--- src/rtl/prot_pkg.sv ---
package prot_pkg;
  localparam int unsigned DW        = 32;
  localparam int unsigned APP_EW    = 18;
  localparam int unsigned DBG_EW    = 2;
  localparam logic [DW-1:0] APP_MASK = 32'h0003_90D7;
  localparam logic [DW-1:0] DBG_MASK = 32'h0000_0003;
endpackage

--- src/rtl/evt_qual.sv ---
module evt_qual #(
  parameter int unsigned W = 2
) (
  input  logic         clk,
  input  logic         rst_n,
  input  logic [W-1:0] evt_i,
  output logic [W-1:0] qual_o
);
  for (genvar i = 0; i < W; i++) begin : g_bit
    logic h1_q, h2_q;
    logic h1_d, h2_d;

    always_comb begin
      h1_d = evt_i[i];
      h2_d = h1_q;
    end

    always_ff @(posedge clk or negedge rst_n) begin
      if (!rst_n) begin
        h1_q <= 1'b0;
        h2_q <= 1'b0;
      end else begin
        h1_q <= h1_d;
        h2_q <= h2_d;
      end
    end

    assign qual_o[i] = evt_i[i] & h1_q & ~h2_q;

    // a qualified edge needs the input high in this and the previous cycle
    a_r2_two_cycle_high: assert property (@(posedge clk) disable iff (!rst_n)
      qual_o[i] |-> (evt_i[i] && $past(evt_i[i])));
    // one rising edge yields exactly one qualify pulse
    a_r1_single_pulse: assert property (@(posedge clk) disable iff (!rst_n)
      qual_o[i] |=> !qual_o[i]);
  end
endmodule

--- src/rtl/sticky_reg.sv ---
module sticky_reg #(
  parameter int unsigned W = 32,
  parameter logic [W-1:0] MASK = '1
) (
  input  logic         clk,
  input  logic         rst_n,
  input  logic [W-1:0] set_i,
  input  logic [W-1:0] clr_i,
  output logic [W-1:0] stat_o
);
  logic [W-1:0] stat_q, stat_d;
  logic         upd_en;

  always_comb begin
    upd_en = (|set_i) | (|clr_i);
    stat_d = ((stat_q & ~clr_i) | set_i) & MASK;
  end

  always_ff @(posedge clk or negedge rst_n) begin
    if (!rst_n)      stat_q <= '0;
    else if (upd_en) stat_q <= stat_d;
  end

  assign stat_o = stat_q;

  // unimplemented positions never hold a 1
  a_r7_unimpl_zero: assert property (@(posedge clk) disable iff (!rst_n)
    (stat_q & ~MASK) == '0);
  // without a clear, no set bit is lost
  a_r3_sticky: assert property (@(posedge clk) disable iff (!rst_n)
    (clr_i == '0) |=> ((stat_q & $past(stat_q)) == $past(stat_q)));
  // a qualified event always lands, even against a clear
  a_r9_set_wins: assert property (@(posedge clk) disable iff (!rst_n)
    (set_i != '0) |=> ((stat_q & $past(set_i & MASK)) == $past(set_i & MASK)));
endmodule

--- src/rtl/prot_viol_status.sv ---
module prot_viol_status
  import prot_pkg::*;
(
  input  logic              clk,
  input  logic              rst_n,
  input  logic [APP_EW-1:0] app_evt,
  input  logic [DBG_EW-1:0] dbg_evt,
  input  logic              fw_clr,
  input  logic              acc_en,
  input  logic              acc_wr,
  input  logic              acc_priv,
  input  logic              acc_sel,
  input  logic [DW-1:0]     acc_wdata,
  output logic [DW-1:0]     rd_data
);
  logic [APP_EW-1:0] app_q;
  logic [DBG_EW-1:0] dbg_q;
  logic [DW-1:0]     app_set, dbg_set, app_clr, dbg_clr, app_stat, dbg_stat;
  logic              priv_wr, rd_en;

  evt_qual #(.W(APP_EW)) u_app_q (.clk(clk), .rst_n(rst_n), .evt_i(app_evt), .qual_o(app_q));
  evt_qual #(.W(DBG_EW)) u_dbg_q (.clk(clk), .rst_n(rst_n), .evt_i(dbg_evt), .qual_o(dbg_q));

  always_comb begin
    app_set = {{(DW-APP_EW){1'b0}}, app_q};
    dbg_set = {{(DW-DBG_EW){1'b0}}, dbg_q};
    priv_wr = acc_en & acc_wr & acc_priv;
    rd_en   = acc_en & ~acc_wr;
    app_clr = fw_clr ? '1 : ((priv_wr && !acc_sel) ? acc_wdata : '0);
    dbg_clr = fw_clr ? '1 : ((priv_wr &&  acc_sel) ? acc_wdata : '0);
    if (!rd_en)       rd_data = '0;
    else if (acc_sel) rd_data = dbg_stat;
    else              rd_data = app_stat;
  end

  sticky_reg #(.W(DW), .MASK(APP_MASK)) u_app_r (
    .clk(clk), .rst_n(rst_n), .set_i(app_set), .clr_i(app_clr), .stat_o(app_stat));
  sticky_reg #(.W(DW), .MASK(DBG_MASK)) u_dbg_r (
    .clk(clk), .rst_n(rst_n), .set_i(dbg_set), .clr_i(dbg_clr), .stat_o(dbg_stat));

  // a public write leaves both registers at least as full as before
  a_r6_public_write_ignored: assert property (@(posedge clk) disable iff (!rst_n)
    (acc_en && acc_wr && !acc_priv && !fw_clr)
      |=> (((app_stat & $past(app_stat)) == $past(app_stat)) &&
           ((dbg_stat & $past(dbg_stat)) == $past(dbg_stat))));
  // after a global clear only same-cycle events survive
  a_r5_fw_clear: assert property (@(posedge clk) disable iff (!rst_n)
    fw_clr |=> ((app_stat == $past(app_set & APP_MASK)) &&
                (dbg_stat == $past(dbg_set & DBG_MASK))));
  // a privileged write never touches the unselected register
  a_r4_other_reg_kept: assert property (@(posedge clk) disable iff (!rst_n)
    (priv_wr && !fw_clr && !acc_sel) |=> ((dbg_stat & $past(dbg_stat)) == $past(dbg_stat)));
endmodule

--- config.mk ---
export PLATFORM = sky130hd
export DESIGN_NAME = prot_viol_status
export DESIGN_NICKNAME = d
export VERILOG_FILES = /design/src/rtl/prot_pkg.sv /design/src/rtl/evt_qual.sv /design/src/rtl/sticky_reg.sv /design/src/rtl/prot_viol_status.sv
export SDC_FILE = /design/constraint.sdc
export NUM_CORES = 1
export LEC_CHECK = 0
export CORE_MARGIN = 1
export CORE_UTILIZATION = 40
export CTS_CLUSTER_SIZE = 12
export DETAILED_ROUTE_END_ITERATION = 6
export PLACE_DENSITY_LB_ADDON = 0.08
export RECOVER_POWER = 25
export SYNTH_ARGS = -nofsm -noshare
export SYNTH_HDL_FRONTEND = slang
export SYNTH_SLANG_ARGS = --single-unit
--- constraint.sdc ---
create_clock -name clk -period 2.46 [get_ports clk]
set_input_delay 0.246 -clock clk [delete_from_list [all_inputs] [get_ports clk]]
set_output_delay 0.246 -clock clk [all_outputs]
set_load 0.05 [all_outputs]
# == Word level (Yosys, flattened, before mapping) ==
# Index checks and enable logic that the tools add are counted.
# totals
regBits,52
wordCells,127
output_inout_bits,32
# op_classes
reduce_logical,7
n_mux,6
n_bitwise,72
# op_table
cell,n
32-bit 2-to-1 mux,4
32-bit OR reduction,2
1-bit bitwise AND,43
18-bit 2-to-1 mux,2
1-bit NOT,21
18-bit bitwise AND,1
18-bit NOT,1
18-bit bitwise OR,1
18-bit OR reduction,1
2-bit bitwise AND,1
1-bit logical AND,2
2-bit NOT,1
1-bit bitwise OR,2
2-bit bitwise OR,1
2-bit OR reduction,1
1-bit logical NOT,1

# == Longest topological paths before layout ==
# logic_depth
depth_word,8
ltp_mapped,3
mapped_depth_nobuf,2

# == By module ==
# Synthesis repeated with hierarchy kept, for this count alone.
# unflattened
hier_cells,312
hier_area_um2,3233.1
# modules_own_cells
module,seq_area_each_um2,n_inst,area_each_um2,cells_per_inst
prot_viol_status,0.0,1,1223.7,162
evt_qual at u_app_q,900.9,1,1058.5,54
sticky_reg at u_app_r,250.2,1,531.8,53
sticky_reg at u_dbg_r,50.0,1,301.5,37
evt_qual at u_dbg_q,100.1,1,117.6,6

# == Least setup slack after synthesis ==
# No wires, ideal clock.
# synth_path
path_kind,flip-flop to output port
from,reg u_dbg_r.stat_q[0] (netlist: u_dbg_r.stat_o[0])
to,out rd_data[0]
arrival_time_ns,1.049
slack_ns,1.165
n_path_buf,0
stages_incl_launch_ff,3
required_time_ns,2.214
cell_sequence,dfrtp_1 > mux2i_1 > nor2_1
# synth_between
elab_chain_cells,2
# synth_rtl
element,line,source
start: declaration,sticky_reg.sv:11,"logic [W-1:0] stat_q, stat_d;"
start signal: assignment,sticky_reg.sv:21,else if (upd_en) stat_q <= stat_d;
18-bit 2-to-1 mux,prot_viol_status.sv:32,else if (acc_sel) rd_data = dbg_stat;
18-bit 2-to-1 mux,prot_viol_status.sv:31,if (!rd_en) rd_data = '0;
end: declaration,prot_viol_status.sv:14,output logic [DW-1:0] rd_data
# No other way between the ends.

# == Worst setup path after layout ==
# layout_path
from,in acc_sel
to,out rd_data[1]
# layout_between
elab_chain_cells,2
# layout_rtl
element,line,source
start: declaration,prot_viol_status.sv:12,"input logic acc_sel,"
18-bit 2-to-1 mux,prot_viol_status.sv:32,
18-bit 2-to-1 mux,prot_viol_status.sv:31,
# No other way between the ends.

==> metrics.txt <==
Most used DFF post-synth=dfrtp_1; CTS buffer count=5; worst setup margin=about 0.38 ns; Cells after Synth=126; Final Hold Viols=0; Least-Margin Pin Slew=about 0.85 ns; netlist area before placement=~1600 um^2; DRT Pass-1 Iters=4; number of synthesized flops with an enable pin=0; VDD IR max=roughly 0.40 mV; Post-CTS Setup Inserts=0; root buf cell=clkbuf_8; worst-skew pair later-pin latency=just under 0.3 ns; critical setup path kind=input pin to primary output; status=finished, final reports clean; WL final=2650 um; Hold WC Path Type=input pin to async pin; Resized Gates After CTS=0; PortBufs=38; Critical Path Sink Type=primary output; CP max FO=5; 1st-iter DRT viols=11; Buf/Inv on CP=2; DR WL/cell=approximately 12 um; Die Y=approximately 66 um; remaining global-route overflow=0; most common cell in the netlist=dfrtp_1; largest buffer count on any clock path=2; Total Routing Usage GR=between 10% and 20%; Total Nets Final=227; CTS Sinks=36; total number of vias=1,031; drt via density=4.751; most instantiated cells after synthesis=dfrtp_1 (36), buf_4 (22), nand2b_1 (13); CORE AREA=between 3000 and 4000 um^2; Max-cap violations=0; starting density of the core=roughly 43%; Async S/R FF share, synth=between 90% and 100%; largest net degree at the start of global routing=37; initial antenna violation count=0; Critical Path Source Type=input pin; Ys Warns=0; crit-path leading delay family=buffers and inverters; drt drc=0; DP Worst Slack=between 0.3 and 0.4 ns; Setup Viol. Count Final=0; min cycle time layout=2.085 ns; Post-DP HPWL=roughly 1800 um; DRT antenna net count=0; die width=65.67 um; unrepaired setup endpoints after global routing=no; H-tree levels=2; WP data required=between 2 and 2.5 ns; Yosys top cell area share=a little under three fifths; sequential-to-total area share from yosys stat=a little under three fifths; Cell Chain, Critical Path=clkdlybuf4s50_1 -> mux2i_1 -> nor2_1 -> clkdlybuf4s50_1; Final Cycle Share=between 80% and 90%; r2r setup slk=~1.5 ns; synth unique cells=18; cell mode on critical path=clkdlybuf4s50_1; ranking of synthesized cells by area=dfrtp_1 (56%), buf_4 (10%), o211ai_2 (8.5%); Crit Reg-Reg Endpoint=u_dbg_r.stat_o[0]$_DFFE_PN0P_; CTS tree=done; area occupied by multi-input gates=614.3 um^2; Layout area overhead=31.25%; Max Clk Rate=479.6 MHz; Reg area=~900 um^2; clk slew on worst S/H paths=0.07 ns; Fin Clk Skew=~0.0060 ns; total power=between 0.001 and 0.0015 W; RD Place Congestion=just under 0.7; Slew Viols, Final=0; syn_area_per_cell=12.87 um^2; TNS Setup=0 ns; CP peak stage delay=0.80 ns; layout cells sized above 1=between 10% and 20%; Crit Reg-Reg Startpoint=u_dbg_r.stat_o[0]$_DFFE_PN0P_; Slew headroom=between 40% and 50%; # hold bufs at CTS=0; pwr/cell area=625.5 nW/um^2; synthesis-stage register bit count=36; Worst EP arrival=roughly 1.8 ns; row cnt=22; R2R cell count=2; Lkg Pwr=a little over 0.9 nW; number of I/O pins=91; critical path's slowest cell=clkdlybuf4s50_1; number of fill cells=317; first-pass GRT wire length=about 4700 um; die area=4313 um^2; vias in the first global route=around 1,100; ant diodes=0; area leader, netlist=dfrtp_1; Fin Hold WS=0.04972 ns
-- registers in the layout (all words and copies together) (netlist names) --
| register | cells |
|---|---|
| u_app_r.stat_o | 10 |
| u_app_q.g_bit.h1_q | 10 |
| u_dbg_r.stat_o | 2 |
| u_app_q.g_bit.h2_q | 10 |
| u_dbg_q.g_bit.h2_q | 2 |
| u_dbg_q.g_bit.h1_q | 2 |
-- area by class of cell --
| type | instances | area share (%) |
|---|---|---|
| timing repair buffer | 39 | 21.75 |
| sequential | 36 | 42.33 |
| tap | 48 | 2.822 |
| multi-input combinational | 86 | 28.87 |
| clock buffer | 8 | 4.233 |
-- worst max-delay path by stage --
| stage | startpoint | endpoint | slack (ns) | cells after the start |
|---|---|---|---|---|
| after floorplan | acc_wr | rd_data[0] | 1.17 | 2 |
| after global placement | acc_sel | rd_data[0] | 0.38 | 4 |
| after detailed placement | acc_sel | rd_data[1] | 0.38 | 4 |
| after CTS | acc_sel | rd_data[1] | 0.36 | 4 |
| after global routing | acc_sel | rd_data[0] | 0.27 | 4 |
| final | acc_sel | rd_data[1] | 0.38 | 4 |
-- report_power, final --
group | total, W | internal, W | leakage, nW | switching [W]
Sequential | 0.000662 | 0.000638 | 0.431 | 0.0000242
Combinational | 0.000245 | 0.0000969 | 0.458 | 0.000148
Clock | 0.000424 | 0.000228 | 0.0455 | 0.000196
Total | 0.00133 | 0.000963 | 0.934 | 0.000369
-- per-layer routing --
layer,GRT usage (%),up-vias,share of wire (%)
li1,-,473,-
met5,0,-,0
met3,6.424,7,7.4
met4,8.152,0,2.1
met1,17.79,504,45
met2,24.11,47,45
-- worst register-to-register path, cell delays in order, from the launching register on --
cell,delay (ns)
dfrtp_1,0.36
or3b_2,0.45
o211ai_1,0.10
-- stage by stage --
step,util (%),cells,cell area [um^2]
3_5_place_dp,54.05,209,2038
5_1_grt,56.44,217,2128
6_report,56.44,217,2128
4_1_cts,56.44,217,2128
2_1_floorplan,-,147,1700
3_3_place_gp,54.05,209,2038
-- cell families (layout without fill, tap and decap cells) --
family | count (synthesis) | after routing | share of synthesized area (%)
AO/OA/AOI/OAI | 12 | 12 | 8.951
buffers and inverters | 25 | 47 | 11.42
flip-flops | 36 | 36 | 55.56
multiplexers | 2 | 2 | 1.235
other | 1 | 22 | 0.2313
AND/OR/NAND/NOR | 50 | 50 | 22.61
-- placed cells by master, fill, tap and decap left out --
master	netlist	layout
and2_1	8	8
and4_2	1	1
and4b_1	1	1
buf_12	0	8
buf_4	22	1
clkbuf_1	1	2
clkbuf_2	1	1
clkbuf_8	0	6
clkdlybuf4s50_1	0	19
conb_1	1	22
dfrtp_1	36	36
dlygate4sd3_1	0	10
mux2i_1	2	2
nand2b_1	13	13
nand3b_1	12	12
nor2_1	2	2
nor3b_2	1	1
o211ai_1	1	1
o211ai_2	11	11
or3b_1	8	8
or3b_2	4	4
Power figures use the tool's default switching activity.
